**src/rtl/trk_pkg.sv**
```systemverilog
package trk_pkg;
  typedef enum logic [3:0] {
    K_LOAD   = 4'd0,
    K_IFETCH = 4'd1,
    K_STORE  = 4'd2,
    K_RMW_RD = 4'd3,
    K_RMW_WR = 4'd4,
    K_LL     = 4'd5,
    K_SC     = 4'd6,
    K_LK_RD  = 4'd7,
    K_LK_WR  = 4'd8,
    K_FLUSH  = 4'd9,
    K_ATOMIC = 4'd10,
    K_NONE   = 4'd15
  } kind_e;

  typedef enum logic [1:0] {
    ST_ACCEPT = 2'd0,
    ST_ALIAS  = 2'd1,
    ST_FULL   = 2'd2,
    ST_UNSUP  = 2'd3
  } status_e;

  localparam logic [1:0] OP_READ  = 2'd0;
  localparam logic [1:0] OP_WRITE = 2'd1;
  localparam logic [1:0] OP_FLUSH = 2'd2;

  function automatic logic is_write_class(input kind_e k);
    return (k == K_STORE) || (k == K_RMW_RD) || (k == K_RMW_WR) ||
           (k == K_LL) || (k == K_SC) || (k == K_LK_RD) ||
           (k == K_LK_WR) || (k == K_FLUSH);
  endfunction
endpackage

```
**src/rtl/trk_classify.sv**
```systemverilog
module trk_classify
  import trk_pkg::*;
(
  input  logic [1:0] op,
  input  logic       llsc,
  input  logic       locked,
  input  logic       ifetch,
  input  logic       store_chk,
  output kind_e      prim,
  output kind_e      sec,
  output logic       unsup
);
  always_comb begin
    prim  = K_NONE;
    sec   = K_NONE;
    unsup = 1'b0;
    if (llsc) begin
      sec = K_ATOMIC;
      if (op == OP_WRITE)     prim = K_SC;
      else if (op == OP_READ) prim = K_LL;
      else                    unsup = 1'b1;
    end else if (locked) begin
      sec = K_STORE;
      if (op == OP_WRITE)     prim = K_LK_WR;
      else if (op == OP_READ) prim = K_LK_RD;
      else                    unsup = 1'b1;
    end else begin
      case (op)
        OP_READ: begin
          if (ifetch) begin
            prim = K_IFETCH; sec = K_IFETCH;
          end else if (store_chk) begin
            prim = K_RMW_RD; sec = K_STORE;
          end else begin
            prim = K_LOAD; sec = K_LOAD;
          end
        end
        OP_WRITE: begin prim = K_STORE; sec = K_STORE; end
        OP_FLUSH: begin prim = K_FLUSH; sec = K_FLUSH; end
        default:  unsup = 1'b1;
      endcase
    end
    if (unsup) begin
      prim = K_NONE;
      sec  = K_NONE;
    end
  end
endmodule

```
**src/rtl/trk_line_cam.sv**
```systemverilog
module trk_line_cam
  import trk_pkg::*;
#(
  parameter int DEPTH  = 4,
  parameter int TAGW   = 10,
  parameter int TSW    = 16,
  parameter int THRESH = 256,
  localparam int OCCW  = $clog2(DEPTH + 1)
) (
  input  logic            clk,
  input  logic            rst,
  input  logic [TSW-1:0]  now,
  input  logic [TAGW-1:0] lk_tag,
  output logic            lk_hit,
  input  logic            del_en,
  input  logic [TAGW-1:0] del_tag,
  output logic            del_hit,
  input  logic            ins_en,
  input  logic [TAGW-1:0] ins_tag,
  input  kind_e           ins_kind,
  output logic [OCCW-1:0] occ,
  output logic            stale,
  output logic [TAGW-1:0] stale_tag,
  output kind_e           stale_kind
);
  localparam logic [TSW-1:0] TH_T = TSW'(THRESH);

  logic [DEPTH-1:0] valid;
  logic [TAGW-1:0]  tag_q  [DEPTH];
  kind_e            kind_q [DEPTH];
  logic [TSW-1:0]   ts_q   [DEPTH];

  logic [DEPTH-1:0] m_lk, m_del, ins_oh;

  always_comb begin
    logic found;
    logic [TSW-1:0] age;
    found      = 1'b0;
    ins_oh     = '0;
    stale      = 1'b0;
    stale_tag  = '0;
    stale_kind = K_NONE;
    occ        = '0;
    for (int i = 0; i < DEPTH; i++) begin
      m_lk[i]  = valid[i] && (tag_q[i] == lk_tag);
      m_del[i] = del_en && valid[i] && (tag_q[i] == del_tag);
      if ((!valid[i] || m_del[i]) && !found) begin
        ins_oh[i] = 1'b1;
        found     = 1'b1;
      end
      occ = occ + OCCW'(valid[i]);
    end
    for (int i = DEPTH - 1; i >= 0; i--) begin
      age = now - ts_q[i];
      if (valid[i] && (age >= TH_T)) begin
        stale      = 1'b1;
        stale_tag  = tag_q[i];
        stale_kind = kind_q[i];
      end
    end
    lk_hit  = |(m_lk & ~m_del);
    del_hit = |m_del;
  end

  for (genvar g = 0; g < DEPTH; g++) begin : g_ent
    always_ff @(posedge clk) begin
      if (rst) begin
        valid[g]  <= 1'b0;
        tag_q[g]  <= '0;
        kind_q[g] <= K_NONE;
        ts_q[g]   <= '0;
      end else if (ins_en && ins_oh[g]) begin
        valid[g]  <= 1'b1;
        tag_q[g]  <= ins_tag;
        kind_q[g] <= ins_kind;
        ts_q[g]   <= now;
      end else if (m_del[g]) begin
        valid[g]  <= 1'b0;
      end
    end
  end
endmodule

```
**src/rtl/trk_deadlock.sv**
```systemverilog
module trk_deadlock
  import trk_pkg::*;
#(
  parameter int TAGW = 10
) (
  input  logic            clk,
  input  logic            rst,
  input  logic            stale_a,
  input  logic [TAGW-1:0] tag_a,
  input  kind_e           kind_a,
  input  logic            stale_b,
  input  logic [TAGW-1:0] tag_b,
  input  kind_e           kind_b,
  output logic            err,
  output logic [TAGW-1:0] err_tag,
  output kind_e           err_kind
);
  always_ff @(posedge clk) begin
    if (rst) begin
      err      <= 1'b0;
      err_tag  <= '0;
      err_kind <= K_NONE;
    end else if (!err && (stale_a || stale_b)) begin
      err      <= 1'b1;
      err_tag  <= stale_a ? tag_a : tag_b;
      err_kind <= stale_a ? kind_a : kind_b;
    end
  end
endmodule

```
**src/rtl/req_tracker.sv**
```systemverilog
module req_tracker
  import trk_pkg::*;
#(
  parameter int AW         = 16,
  parameter int LINE_BYTES = 64,
  parameter int MAX_OUT    = 4,
  parameter int DL_THRESH  = 256,
  parameter int TSW        = 16,
  parameter int CW         = 16,
  localparam int OFFW      = $clog2(LINE_BYTES),
  localparam int TAGW      = AW - OFFW,
  localparam int CNTW      = $clog2(MAX_OUT + 1)
) (
  input  logic            clk,
  input  logic            rst,
  input  logic            req_valid,
  input  logic [1:0]      req_op,
  input  logic            req_llsc,
  input  logic            req_locked,
  input  logic            req_ifetch,
  input  logic            req_store_chk,
  input  logic [AW-1:0]   req_addr,
  output logic [1:0]      req_status,
  input  logic            cpl_valid,
  input  logic            cpl_write,
  input  logic [TAGW-1:0] cpl_line,
  output logic            iss_valid,
  output logic [AW-1:0]   iss_addr,
  output logic [3:0]      iss_kind,
  output logic [CNTW-1:0] outstanding,
  output logic [CW-1:0]   stall_st_ld,
  output logic [CW-1:0]   stall_st_st,
  output logic [CW-1:0]   stall_ld_st,
  output logic [CW-1:0]   stall_ld_ld,
  output logic            dl_err,
  output logic [AW-1:0]   dl_line,
  output logic [3:0]      dl_kind
);
  kind_e prim, sec;
  logic  unsup, wclass, acc;
  status_e st;
  logic [TAGW-1:0] req_tag;
  logic [TSW-1:0]  now;
  logic rd_hit, wr_hit, rd_del, wr_del, cpl_hit;
  logic [CNTW-1:0] rd_occ, wr_occ, eff_cnt;
  logic rd_stale, wr_stale;
  logic [TAGW-1:0] rd_stale_tag, wr_stale_tag, err_tag;
  kind_e rd_stale_kind, wr_stale_kind, err_kind;

  assign req_tag = req_addr[AW-1:OFFW];

  trk_classify u_cls (
    .op(req_op), .llsc(req_llsc), .locked(req_locked), .ifetch(req_ifetch),
    .store_chk(req_store_chk), .prim(prim), .sec(sec), .unsup(unsup)
  );

  assign wclass  = is_write_class(prim);
  assign cpl_hit = rd_del | wr_del;
  assign eff_cnt = outstanding - CNTW'(cpl_hit);

  always_comb begin
    if (eff_cnt >= CNTW'(MAX_OUT)) st = ST_FULL;
    else if (unsup)                st = ST_UNSUP;
    else if (rd_hit || wr_hit)     st = ST_ALIAS;
    else                           st = ST_ACCEPT;
  end
  assign req_status = st;
  assign acc = req_valid && (st == ST_ACCEPT);

  trk_line_cam #(.DEPTH(MAX_OUT), .TAGW(TAGW), .TSW(TSW), .THRESH(DL_THRESH)) u_rd (
    .clk(clk), .rst(rst), .now(now), .lk_tag(req_tag), .lk_hit(rd_hit),
    .del_en(cpl_valid && !cpl_write), .del_tag(cpl_line), .del_hit(rd_del),
    .ins_en(acc && !wclass), .ins_tag(req_tag), .ins_kind(prim), .occ(rd_occ),
    .stale(rd_stale), .stale_tag(rd_stale_tag), .stale_kind(rd_stale_kind)
  );

  trk_line_cam #(.DEPTH(MAX_OUT), .TAGW(TAGW), .TSW(TSW), .THRESH(DL_THRESH)) u_wr (
    .clk(clk), .rst(rst), .now(now), .lk_tag(req_tag), .lk_hit(wr_hit),
    .del_en(cpl_valid && cpl_write), .del_tag(cpl_line), .del_hit(wr_del),
    .ins_en(acc && wclass), .ins_tag(req_tag), .ins_kind(prim), .occ(wr_occ),
    .stale(wr_stale), .stale_tag(wr_stale_tag), .stale_kind(wr_stale_kind)
  );

  trk_deadlock #(.TAGW(TAGW)) u_dl (
    .clk(clk), .rst(rst),
    .stale_a(rd_stale), .tag_a(rd_stale_tag), .kind_a(rd_stale_kind),
    .stale_b(wr_stale), .tag_b(wr_stale_tag), .kind_b(wr_stale_kind),
    .err(dl_err), .err_tag(err_tag), .err_kind(err_kind)
  );
  assign dl_line = {err_tag, {OFFW{1'b0}}};
  assign dl_kind = err_kind;

  always_ff @(posedge clk) begin
    if (rst) begin
      now         <= '0;
      outstanding <= '0;
      iss_valid   <= 1'b0;
      iss_addr    <= '0;
      iss_kind    <= K_NONE;
      stall_st_ld <= '0;
      stall_st_st <= '0;
      stall_ld_st <= '0;
      stall_ld_ld <= '0;
    end else begin
      now         <= now + 1'b1;
      outstanding <= outstanding + CNTW'(acc) - CNTW'(cpl_hit);
      iss_valid   <= acc;
      if (acc) begin
        iss_addr <= req_addr;
        iss_kind <= sec;
      end
      if (req_valid && (st == ST_ALIAS)) begin
        if (wclass) begin
          if (rd_hit) stall_st_ld <= stall_st_ld + 1'b1;
          else        stall_st_st <= stall_st_st + 1'b1;
        end else begin
          if (wr_hit) stall_ld_st <= stall_ld_st + 1'b1;
          else        stall_ld_ld <= stall_ld_ld + 1'b1;
        end
      end
    end
  end
endmodule

```
**config.mk**
```make
export PLATFORM = sky130hd
export DESIGN_NAME = req_tracker
export DESIGN_NICKNAME = d
export VERILOG_FILES = /design/src/rtl/trk_pkg.sv /design/src/rtl/trk_classify.sv /design/src/rtl/trk_line_cam.sv /design/src/rtl/trk_deadlock.sv /design/src/rtl/req_tracker.sv
export SDC_FILE = /design/constraint.sdc
export NUM_CORES = 1
export LEC_CHECK = 0
export BUFFER_PORTS_ARGS = -buffer_cell sky130_fd_sc_hd__buf_4
export CORE_MARGIN = 1
export CORE_UTILIZATION = 54
export CTS_CLUSTER_SIZE = 12
export DETAILED_ROUTE_END_ITERATION = 10
export PLACE_DENSITY = 0.72
export SYNTH_ARGS = -nofsm -noshare
export SYNTH_HDL_FRONTEND = slang
export SYNTH_HIERARCHICAL = 1
export SYNTH_SLANG_ARGS = --single-unit
```
**constraint.sdc**
```tcl
create_clock -name clk -period 9 [get_ports clk]
set_input_delay 0.9 -clock clk [delete_from_list [all_inputs] [get_ports clk]]
set_output_delay 0.9 -clock clk [all_outputs]
set_load 0.005 [all_outputs]
```
After elaboration in Yosys (flattened, before gate mapping):

Memories as Yosys holds them, arrays and structs flattened.
Index checks and enable logic that the tools add are counted.
Widths: inputs -> output; s select.

* add/subtract/negate cells: 16
* order comparisons: 9
* equality and inequality tests: 27
* multiplexer cells: 128
* bitwise logic cells: 32
* reductions and logical operators: 106

Operator list (count)
* $mux 10: 17
* $eq 10x10->1: 16
* $ge 16x9->1 const B: 8
* $mux 16: 8
* $sub 16x16->16: 8
* $mux 4: 29
* $add 16x1->16 const B: 5
* $mux 1: 68
* $logic_and 1x1->1: 53
* $or 1x1->1: 25
* $pmux 4 s3: 2
* $logic_not 1->1: 17
* $logic_or 1x1->1: 17
* $eq 4x3->1 const B: 4
* $reduce_bool 2->1: 8
* $reduce_or 4->1: 4
* $reduce_and 3->1: 4
* $and 4x4->4: 2
* $eq 4x2->1 const B: 2
* $eq 4x4->1 const B: 2
* $mux 2: 4
* $not 4->4: 2
* $sub 3x1->3: 2
* $eq 2x1->1 const B: 2
* other kinds (6): 9

* bits in registers: 127
* bits in writable memories: 240
* bits of input ports: 37
* output and inout bits: 111
* word-level logic and storage cells: 344
* memories kept: 6

Memories
* u_rd.ts_q: words 4, bits a word 16, rd ports 4, clocked after Yosys merged registers in 0, wr ports 4, line trk_line_cam.sv:31 `logic [TSW-1:0] ts_q [DEPTH];`
* u_wr.ts_q: words 4, bits a word 16, rd ports 4, clocked after Yosys merged registers in 0, wr ports 4, line trk_line_cam.sv:31
* u_rd.tag_q: words 4, bits a word 10, rd ports 4, clocked after Yosys merged registers in 0, wr ports 4, line trk_line_cam.sv:29 `logic [TAGW-1:0] tag_q [DEPTH];`
* u_wr.tag_q: words 4, bits a word 10, rd ports 4, clocked after Yosys merged registers in 0, wr ports 4, line trk_line_cam.sv:29
* u_rd.kind_q: words 4, bits a word 4, rd ports 4, clocked after Yosys merged registers in 0, wr ports 4, line trk_line_cam.sv:30 `kind_e kind_q [DEPTH];`
* u_wr.kind_q: words 4, bits a word 4, rd ports 4, clocked after Yosys merged registers in 0, wr ports 4, line trk_line_cam.sv:30

Logic depth before layout (Yosys ltp):

Gate-level depths: netlist (run 1).

* depth in word-level cells: 21
* mapped depth: 21
* mapped depth without buffers: 19

By module:

Netlist (run 1), hierarchy kept.

Modules (own cells, without submodules)
* trk_line_cam at u_wr: times used 1, cells an instance 895, area each 8951.1 sq um, seq. area each 3683.5 sq um
* trk_line_cam at u_rd: times used 1, cells an instance 862, area each 8811.0 sq um, seq. area each 3683.5 sq um
* req_tracker: times used 1, cells an instance 568, area each 4810.9 sq um, seq. area each 2082.0 sq um
* trk_deadlock: times used 1, cells an instance 70, area each 721.9 sq um, seq. area each 300.3 sq um
* trk_classify: times used 1, cells an instance 21, area each 138.9 sq um, seq. area each 0.0 sq um

Least setup slack after synthesis (run 1):

No wires, ideal clock.

* path type: input to register
* start point: input port cpl_line[5]
* end point: memory u_wr/kind_q[2][0] in the netlist's numbering (enable)
* library setup time: 0.392 ns
* data arrival time: 4.660 ns
* required time: 8.608 ns
* setup slack: 3.948 ns
* stages on the path: 18
* buffers on the path: 2
* cell sequence: clkbuf_1 xnor2_1 nand3_1 nor4_1 nand4_1 nand2_1 nor3_1 a21oi_1 o221ai_1 or3_1 nor3_1 inv_2 clkbuf_1 nor3_1 nand2_1 nor2_1 nand2_1 nand2b_1

RTL lines
* start: declaration: line req_tracker.sv:26 `input logic [TAGW-1:0] cpl_line,`
* end: declaration: line trk_line_cam.sv:30

==> results of run 1 <==
==> sequential cells by signal, summed over array words and instances, names as in the netlist, 10 cells and up <==
| register | cells |
|---|---|
| u_rd/ts_q | 64 |
| u_wr/ts_q | 64 |
| u_rd/tag_q | 40 |
| u_wr/tag_q | 40 |
| iss_addr | 16 |
| now | 16 |
| stall_ld_ld | 16 |
| stall_ld_st | 16 |
| stall_st_ld | 16 |
| stall_st_st | 16 |
| u_rd/kind_q | 16 |
| u_wr/kind_q | 16 |
| u_dl/err_tag | 10 |
==> worst max-delay path by stage <==
stage / from / end / slack (ns) / cells after the start
final: u_wr/tag_q[2][4] / u_wr/tag_q[2][5] / 2.50 / 15
after global routing: u_wr/tag_q[3][7] / u_wr/ts_q[2][5] / 1.89 / 17
after CTS: u_wr/tag_q[2][3] / u_wr/tag_q[2][5] / 2.64 / 15
after detailed placement: cpl_write / u_rd/ts_q[3][4] / 2.12 / 19
after global placement: cpl_write / u_wr/tag_q[2][4] / 2.36 / 19
after floorplan: cpl_line[5] / u_wr/kind_q[2][0] / 3.95 / 18
==> layout make-up <==
class                           instances  area share
Clock buffer                           62      0.0480
Inverter                              180      0.0257
Timing Repair Buffer                  177      0.0506
Clock inverter                         13     0.00448
Tap cell                              539      0.0257
Sequential cell                       367       0.371
Multi-Input combinational cell       1754       0.474
==> metal layers <==
layer / global-route usage / wire length [um]
met5: 0 / 0
met3: 0.0486 / 5120
met1: 0.378 / 27000
met4: 0.122 / 2430
met2: 0.506 / 31800
==> stage by stage <==
step / hold slack [ns] / setup WS, ns / power [mW] / utilization
6_report: 0.455 / 2.50 / 4.07 / 0.622
5_1_grt: 0.480 / 1.89 / 4.19 / 0.622
4_1_cts: 0.457 / 2.64 / 4.09 / 0.622
3_5_place_dp: 0.448 / 2.12 / 2.38 / 0.589
3_3_place_gp: 0.446 / 2.36 / 2.36 / 0.589
2_1_floorplan: 0.453 / 3.95 / 2.21 / -
==> report_power, final <==
| part | switching [mW] | internal, mW | total [mW] |
|---|---|---|---|
| Sequential | 0.0501 | 1.85 | 1.90 |
| Combinational | 0.273 | 0.172 | 0.445 |
| Clock | 0.693 | 1.03 | 1.72 |
==> tightest hold or removal path, cell delays in order, from the launching register on <==
cell     delay (ns)
dfxtp_1        0.31
nand2_1        0.05
a21oi_1        0.05
==> impl_metrics.ini, run 1 <==
[outcome]
status = complete, no violations

[detailed_routing]
wl_per_cell_um = 21.4
wl_um = 66300
drt_iter0_drc = 1540
via_per_inst = 6.13
num_vias = 18967
drc = 0
drtAntennaViolNets = 0
dr.pass1.iters = 5

[cells_and_area]
final_common_cell = edfxtp_1
fillCellCount = 3536
layout-drive-gt1-share = 0.130
finalNetCount = 2686
multi_input_area_um2 = 12400
num_antenna_cells = 0
stdcell_area_um2 = 26200
ff_latch_area_um2 = 9750
final_cell_count_no_fill = 3092
syn2layout_area_growth_pct = 12.6
final_cell_mix = edfxtp_1 (240), and2_1 (227), inv_1 (179)

[setup_path]
r2r-end = u_wr/tag_q[2][5]
start_kind = register
cpMostUsedCell = nand2_1
r2r_start = u_wr/tag_q[2][4]
slowest_delay_ns = 0.95
arrival_ns = 6.93
cp_slowest_cell = nor3_2
crit_chain = xnor2_1 > nand4_1 > nor4_1 > nand4_1 > nand2_1 > o221ai_1 > or3_1 > nor3_2 > inv_2 > nor3_1 > nand2_1 > nor2_1 > nand2_1 > nor2_1 > and2_1
cp-end-kind = register
path_delay_family = simple AND/OR/NAND/NOR gates
rr_worst_depth = 15
crit_type = register to register
cp_max_fo = 25
cp.required_ns = 9.43
rrSetupSlack_ns = 2.50
path_buf_inv = 1

[die]
die-area_um2 = 44000
ios = 148
die_y_um = 210
fp.coreArea_um2 = 42200
num_rows = 75
die_w_um = 210
start_util = 0.552

[clocking]
clk_path_buf_depth = 3
cts_resized = 0
clk_latency_ns = 0.57
clock_sinks = 367
cts_root_buf = clkbuf_16
cts_tree = yes
cts_setup_buffers = 0
cts_max_level = 2
clk_pin_slew_worst_paths_ns = 0.06
cts_made_buffers = 41
cts_hold_buf = 0

[hold_path]
min_path_type = register to register
hold_depth = 2
hold_path_end = iss_addr[9]
min_from = iss_addr[9]

[grt]
grt_use_total = 0.298
grt_pass1_vias = 17929
grt_remaining_overflow = 0
grt_pass1_wl_um = 102000
grt_start_max_net_pins = 102
antenna_found_initial = 0

[sta]
setup-tns-final_ns = 0
max_clock_freq_mhz = 154
fin_crit_sh = 0.722
tightest_slew_ns = 1.25
rsz0062_at_grt = false
setup_viol = 0
clock_skew_ns = 0.0206
min_period_ns = 6.50
drv_slew = 0
slew-limit-headroom = 0.159
hold_violations = 0

[pwr]
leakage_nw = 10.4
power_density_nw_per_um2 = 155
ir_drop_mv = 0.143

[synth]
synth_warnings = 6
syn_area_per_cell_um2 = 9.70
netlist_area_um2 = 23300
netlist_instances = 2403

[place]
placed_cells = 3017
dpl-instance-area_um2 = 24900
gp_congestion = 0.938
numPortBuffers = 141
dp.final_hpwl_um = 46400

[flow_run]
cap_viol_max_count = 0
(Power assumes the default switching activity.)
==> run 2: changes to the inputs <==
==> constraint.sdc (replaced) <==
create_clock -name clk -period 6.56 [get_ports clk]
set_input_delay 0.656 -clock clk [delete_from_list [all_inputs] [get_ports clk]]
set_output_delay 0.656 -clock clk [all_outputs]
set_load 0.005 [all_outputs]
==> run 2 against run 1 <==
Compared with the run above:
- die area did not move
- global-route usage fell by 0.60 points
- register-to-register slack got worse by 1.6 ns
- critical path type unchanged
- largest power group unchanged
==> impl_metrics.ini, run 2 (synthesized netlist as in run 1, its figures left out) <==
[pwr]
ir_drop_mv = 0.151
power_density_nw_per_um2 = 207
leakage_nw = 10.3

[detailed_routing]
wl_per_cell_um = 20.8
drt_iter0_drc = 1450
via_per_inst = 6.04
wl_um = 64400
drc = 0
drtAntennaViolNets = 0
dr.pass1.iters = 5
num_vias = 18702

[setup_path]
cp-end-kind = register
crit_chain = xnor2_1 > nand4_1 > nor4_1 > nand4_1 > nand2_1 > nor3_1 > a21oi_1 > o221ai_1 > or3_1 > nor3_2 > buf_4 > inv_2 > nor3_1 > nand2_1 > nor2_1 > nand3_1 > nor3b_2 > buf_4 > and2_1
crit_start = u_rd/tag_q[1][1]
cp_slowest_cell = nor3b_2
crit_type = register to register
cp_max_fo = 24
arrival_ns = 6.02
slowest_delay_ns = 0.64
r2r_start = u_rd/tag_q[1][1]
start_kind = register
cp.required_ns = 6.95

[sta]
min_period_ns = 5.63
holdWs_ns = 0.361
fin_crit_sh = 0.858
max_clock_freq_mhz = 178
drv_slew = 0
setup_viol = 0
rsz0062_at_grt = false
clock_skew_ns = 0.0253
tightest_slew_ns = 0.996
hold_violations = 0
slew-limit-headroom = 0.336
setup-tns-final_ns = 0

[outcome]
status = complete, no violations

[die]
die-area_um2 = 44000
num_rows = 75
fp.coreArea_um2 = 42200
die_w_um = 210
start_util = 0.552
die_y_um = 210
ios = 148

[clocking]
clock_sinks = 367
clk_pin_slew_worst_paths_ns = 0.06
cts_max_level = 2
cts_hold_buf = 0
cts_made_buffers = 40
clk_latency_ns = 0.55
cts_root_buf = clkbuf_16
cts_tree = yes
cts_resized = 0
clk_path_buf_depth = 3
cts_setup_buffers = 0

[grt]
grt_use_total = 0.292
grt_pass1_wl_um = 100000
use_met2 = 0.501
met3_usage = 0.0477
grt_remaining_overflow = 0
met1_usage = 0.373
top_usage_layer = met2
grt_start_max_net_pins = 93
antenna_found_initial = 1
grt_pass1_vias = 17949

[hold_path]
min_path_type = input pin to register
min_from = req_addr[3]

[cells_and_area]
reg_top3 = u_rd/ts_q (64), u_wr/ts_q (64)
finalNetCount = 2692
fillCellCount = 3526
num_antenna_cells = 0
final_common_cell = edfxtp_1
multi_input_area_um2 = 12400
stdcell_area_um2 = 26200
syn2layout_area_growth_pct = 12.3
final_cell_mix = edfxtp_1 (240), and2_1 (227), buf_4 (184)
ff_latch_area_um2 = 9750
layout-drive-gt1-share = 0.129

[place]
dpl-instance-area_um2 = 24900
numPortBuffers = 141
gp_congestion = 0.925
dp.final_hpwl_um = 45500

[flow_run]
cap_viol_max_count = 0
-- run 2: cell count changes in the layout (fill, tap and decap cells not counted), moves of 2 or more --
cell	previous run	this run
buf_4	177	184
clkbuf_1	9	15
clkbuf_8	7	3
clkbuf_16	45	42
clkinv_1	4	1
clkinvlp_4	0	2
nor2_1	120	122
nor2_2	2	0
-- run 2: power breakdown --
group | switching (mW) | internal (mW)
clock | 0.908 | 1.29
sequential | 0.0716 | 2.54
combinational | 0.368 | 0.237
-- run 2: routing by layer --
metal	wire length [um]	vias up
met5	27	-
met4	2080	4
met3	4180	136
met2	31100	689
met1	27000	8994
li1	-	8879
-- run 2: worst paths after layout --
kind,endpoint,cells after the start,slack [ns]
max,u_wr/ts_q[3][5],19,0.93
min,iss_addr[3],3,0.36
max reg2reg,u_wr/ts_q[3][5],19,0.93
min reg2reg,iss_addr[13],2,0.46
-- run 2: critical path, delay by kind of cell, from the launching register on --
family	cells	cell delay (ns)
AO/OA/AOI/OAI	2	0.59
XOR/XNOR	1	0.22
buffers and inverters	3	0.82
flip-flops	1	0.46
AND/OR/NAND/NOR	13	3.35
-- run 2: cell type report --
type | instances | share of cell area
timing repair buffer | 184 | 0.0528
inverter | 180 | 0.0258
tap | 539 | 0.0258
multi-input combinational | 1754 | 0.475
clock inverter | 9 | 0.00378
clock buffer | 62 | 0.0443
sequential | 367 | 0.372
-- run 2: per-stage QoR --
step           setup WS [ns]  power, mW   util  cells
6_report               0.933       5.42  0.620   3095
3_3_place_gp           0.874       3.23  0.590   3024
5_1_grt                0.470       5.60  0.620   3095
2_1_floorplan           1.75       3.03      -   2408
3_5_place_dp           0.604       3.25  0.590   3024
4_1_cts                 1.05       5.44  0.620   3095
